File: src/rtl/framed_word_tx.sv
module framed_word_tx #(
  parameter int DW = 12
) (
  input  logic          clk_bit,
  input  logic          rst_n,
  input  logic          lock_i,
  input  logic [1:0]    mode_sel,
  input  logic          dir_i,
  input  logic          strobe_i,
  input  logic [DW-1:0] data_i,
  output logic          ser_o,
  output logic          ser_clk_o,
  output logic          overrun_o
);
  localparam int FW = DW + 2;
  localparam int CW = $clog2(FW);

  logic [CW-1:0] cnt;
  logic          act;
  logic [FW-1:0] frame;
  logic [DW-1:0] buf_w;
  logic          buf_v;
  logic          ovr_q;
  logic [2:0]    stb_s;
  logic          ser_q;
  logic          gate_q;
  logic          en;
  logic          rise;
  logic          last;
  logic          load;

  assign en   = lock_i & dir_i & (|mode_sel);
  assign rise = stb_s[1] & ~stb_s[2];
  assign last = (cnt == CW'(FW - 1));
  assign load = en & (~act | last);

  always_ff @(posedge clk_bit or negedge rst_n)
    if (!rst_n) stb_s <= '0;
    else        stb_s <= {stb_s[1:0], strobe_i};

  always_ff @(posedge clk_bit or negedge rst_n)
    if (!rst_n) begin
      act   <= 1'b0;
      cnt   <= '0;
      frame <= '0;
    end else if (!en) begin
      act   <= 1'b0;
      cnt   <= '0;
      frame <= '0;
    end else if (load) begin
      act   <= 1'b1;
      cnt   <= '0;
      frame <= {2'b01, buf_v ? buf_w : {DW{1'b0}}};
    end else begin
      cnt   <= cnt + 1'b1;
    end

  always_ff @(posedge clk_bit or negedge rst_n)
    if (!rst_n) begin
      buf_w <= '0;
      buf_v <= 1'b0;
      ovr_q <= 1'b0;
    end else if (!en) begin
      buf_v <= 1'b0;
    end else begin
      if (load) buf_v <= 1'b0;
      if (rise) begin
        buf_w <= data_i;
        buf_v <= 1'b1;
        if (buf_v && !load) ovr_q <= 1'b1;
      end
    end

  always_ff @(negedge clk_bit or negedge rst_n)
    if (!rst_n) begin
      ser_q  <= 1'b0;
      gate_q <= 1'b0;
    end else begin
      ser_q  <= act ? frame[cnt] : 1'b0;
      gate_q <= act;
    end

  assign ser_o     = ser_q;
  assign ser_clk_o = clk_bit & gate_q;
  assign overrun_o = ovr_q;
endmodule

File: config.mk
export PLATFORM = sky130hd
export DESIGN_NAME = framed_word_tx
export DESIGN_NICKNAME = d
export VERILOG_FILES = /design/src/rtl/framed_word_tx.sv
export SDC_FILE = /design/constraint.sdc
export NUM_CORES = 1
export LEC_CHECK = 0
export BUFFER_PORTS_ARGS = -buffer_cell sky130_fd_sc_hd__buf_4
export CORE_ASPECT_RATIO = 0.75
export CORE_MARGIN = 2
export CORE_UTILIZATION = 45
export DETAILED_ROUTE_END_ITERATION = 12
export HOLD_SLACK_MARGIN = 0.08
export PLACE_DENSITY = 0.73
export REMOVE_ABC_BUFFERS = 1
export SETUP_SLACK_MARGIN = 0.1
export SYNTH_ARGS = -nofsm -noshare
export SYNTH_HDL_FRONTEND = slang
export SYNTH_SLANG_ARGS = --single-unit
File: constraint.sdc
create_clock -name clk_bit -period 1.4 [get_ports clk_bit]
set_input_delay 0.14 -clock clk_bit [delete_from_list [all_inputs] [get_ports clk_bit]]
set_output_delay 0.14 -clock clk_bit [all_outputs]
set_load 0.01 [all_outputs]
* Word-level counts from Yosys, hierarchy flattened
Cells that the tools add are included. Widths: inputs -> output; s select.
Operators by class: add/sub/neg operators 1, $lt $le $gt $ge 1, equal/unequal tests 3, mux-type cells 13, bitwise gates (word level) 8, reduce and logical (&&, ||, !) cells 5
Operator list (count):
- $mux 14 | 2
- $mux 12 | 1
- $mux 4 | 2
- $mux 1 | 7
- $and 1x1->1 | 5
- $lt 4x5->1 const B | 1
- $add 4x1->4 const B | 1
- $bmux 1 s4 | 1
- $eq 4x4->1 const B | 1
- $ne 3x1->1 const B | 1
- $reduce_and 3->1 | 1
- $ne 2x1->1 const B | 1
- $not 1->1 | 2
- $reduce_and 2->1 | 1
- $reduce_or 2->1 | 1
- $logic_and 1x1->1 | 1
- $logic_not 1->1 | 1
- $or 1x1->1 | 1
Storage, ports and cells: flip-flop bits (word level) 38, bits of input ports 19, word-level logic and storage cells 40

* Logic depth before layout (Yosys ltp)
depth in word-level cells 6, depth in mapped cells 7, gate-level depth less buffers 5

==> key figures <==
Yosys
  • Yosys reg bits: 36
  • Synth area leader: dfrtp_1
  • Post-synth cell types: 32
  • Cell Area, Synth: 1520 sq um
  • Post-synthesis cell count: 100
  • Sequential element share of the synthesized area: between 50 and 60%
  • Top post-synthesis cells by area: dfrtp_1, mux2_4, a22o_1, dfrtn_1, mux2_2
  • EDFF count, synth: 0
  • Asr flop ratio synth: 100%
  • Count of synthesis-stage warnings from yosys: 0
  • Share of the synthesized area in the top cell type: 56.0%
  • Mean post-synth cell area: 15.2 sq um
  • Main synth FF type: dfrtp_1

Placed design
  • HPWL Detailed: just under 2000 um
  • Port Buffer Count: 21
  • Placed cell areas: 1760 sq um
  • GP Congestion: just under 0.8

Layout
  • Register area: between 900 and 1000 sq um
  • Final Instance Area: ~2100 sq um
  • Final-layout fill cell count: 233
  • Footprint of the multi-input gates: 618 sq um
  • Share of cells above drive strength 1: about half
  • Antenna diode count: 0
  • Area growth from synthesis to layout: 41.0%
  • Post-Route Utilization: roughly 66%
  • Final Net Count: 176

Critical path
  • Critical Path RT: between 0.9 and 1 ns
  • Crit-path max FO: 8
  • Setup CP Type: reg2reg
  • Register-to-register setup slack: -0.71 ns
  • Crit path largest cell delay: slightly below 0.4 ns
  • Critical path endpoint category: flop
  • Crit path cell chain: buf_4 > mux2_2 > a221oi_2 > a311oi_1
  • Crit-path slowest cell: dfrtp_1
  • CP arrival: 1.66 ns
  • CP startpoint kind: flop

Global route
  • Vias in the first global route: ~1100
  • Initial antenna violation count: 0
  • Largest net degree at the start of global routing: 20
  • Grt ovf: 0
  • GRT Overall Usage: 19.7%
  • First-pass GRT wire length: roughly 5200 um

Timing
  • Fin Clk Skew: approximately 0.018 ns
  • Final setup viols: 18
  • Final Hold Slack: 0.145 ns
  • TNS Setup: -4.06 ns
  • Worst Slack Setup Final: -0.705 ns
  • Final Max Slew Viols: 0
  • Unrepaired setup endpoints after global routing: true
  • Slew headroom: between 80% and 90%
  • Fin. Hold Viols: 0
  • Worst-margin pin slew: between 0.2 and 0.25 ns

Floorplanning
  • Core area: approximately 3300 sq um
  • Height of the die: 54.3 um
  • DIE WIDTH: about 71 um
  • Initial Util: between 40% and 50%
  • I/O pin cnt: 22
  • Row count: 18
  • Die area: about 3900 sq um

Clock tree
  • TritonCTS clock tree: done
  • Clk slew on worst S/H paths: 0.07 ns
  • Number of setup buffers added after CTS: 0
  • Clk_lat worst skew: ~0.42 ns

Detailed routing
  • Antenna Nets Post-Route: 0
  • Vias per cell: approximately 5.3
  • Drt total wl: about 3400 um
  • DRC viols: 0
  • WL per Instance: approximately 17 um
  • Initial DRT Pass Iterations: 4
  • Via count of the routed design: 1039
  • Initial drt markers: 31

Min path
  • HP Class: in2async

Pwr
  • Power Density: 1200 nW/um^2
  • Max IR drop VDD: ~0.0009 V
  • LEAKAGE: 0.00103 uW
  • Pwr Total: 2580 uW

Outcome
  • Failing checks: setup timing
  • Outcome: finished with violations

Run
  • Max-Cap Viols: 0
-- critical path, delay by kind of cell, from the launching register on --
family / cells / cell delay [ns]
DFF: 1 / 0.39
buffers and inverters: 1 / 0.18
AOI/OAI and AO/OA: 2 / 0.33
muxes: 1 / 0.37
-- Yosys cell counts (2+ instances only) --
library cell   n
dfrtp_1       34
a22o_1        12
mux2_4         9
inv_1          4
mux2_2         4
nor2_1         4
buf_6          3
nand3_1        3
dfrtn_1        2
ha_1           2
mux4_2         2
-- where the power goes --
part / total (uW) / internal (uW) / switching [uW]
logic: 247 / 170 / 76.3
registers: 1190 / 1130 / 56.3
clock network: 1140 / 718 / 424
-- sequential cells by signal, indices dropped and copies added (netlist names) --
| name | flops |
|---|---|
| buf_w | 12 |
| buf_v | 1 |
| ser_o | 1 |
| gate_q | 1 |
| overrun_o | 1 |
| cnt | 4 |
| stb_s | 3 |
| frame | 13 |
-- layout make-up --
class / count / area share, %
flip-flops and latches: 36 / 42.1
clock buffers: 9 / 5.49
repair buffers: 48 / 18.6
inverters: 4 / 0.701
well taps: 40 / 2.34
clock inverters: 3 / 1.98
multi-input cells: 56 / 28.8
-- layout by cell type (no fill, tap or decap), types with 2 or more instances in the layout --
| master | instances |
|---|---|
| a22o_1 | 12 |
| and3_4 | 4 |
| buf_4 | 34 |
| clkbuf_8 | 8 |
| dfrtn_1 | 2 |
| dfrtp_1 | 33 |
| dlygate4sd3_1 | 15 |
| ha_1 | 2 |
| inv_1 | 4 |
| mux2_2 | 4 |
| mux2_4 | 9 |
| mux4_2 | 2 |
| nor2_2 | 3 |
| o211a_4 | 3 |
-- per-layer routing --
metal	routed length, um	GRT usage [%]	share of wire [%]	vias up
met3	293	11.2	8.7	10
met2	1480	30.2	44	42
li1	-	-	-	479
met4	85	10.4	2.5	0
met1	1520	22.5	45	508
met5	0	0	0	-
-- through the flow --
step | std cells | setup WS [ns]
CTS | 194 | -0.686
finish | 196 | -0.705
global placement | 167 | -0.692
global route | 196 | -0.783
floorplan | 93 | -0.812
detailed placement | 167 | -0.732
-- worst paths after layout --
check | startpoint | endpoint | cells after the start
max | cnt[0] | ser_o | 4
min | rst_n | cnt[3] | 2
max reg2reg | cnt[0] | ser_o | 4
min reg2reg | stb_s[0] | stb_s[1] | 0
max in group asynchronous | rst_n | gate_q | 2
min in group clk_bit | lock_i | cnt[1] | 4
-- repair_timing --
item                       in CTS  in global routing
cloned                          1                  2
gates resized for setup         7                  7
hold endpoints to repair       48                  0
hold buffers                   15                  0
pin swaps                       2                  1
setup endpoints to repair      19                 23
-- cell families (layout without fill, tap and decap cells) --
kind of cell / count (synthesis) / after routing / synth area share, %
buffers and inverters: 11 / 64 / 5.60
adders and majority gates: 2 / 2 / 1.65
AOI/OAI and AO/OA: 20 / 21 / 12.1
muxes: 15 / 15 / 14.8
and+or+nand+nor: 14 / 16 / 5.43
xor gates and xnor gates: 2 / 2 / 1.15
DFF: 36 / 36 / 59.3
No activity file was read; power rests on OpenSTA's default activity.
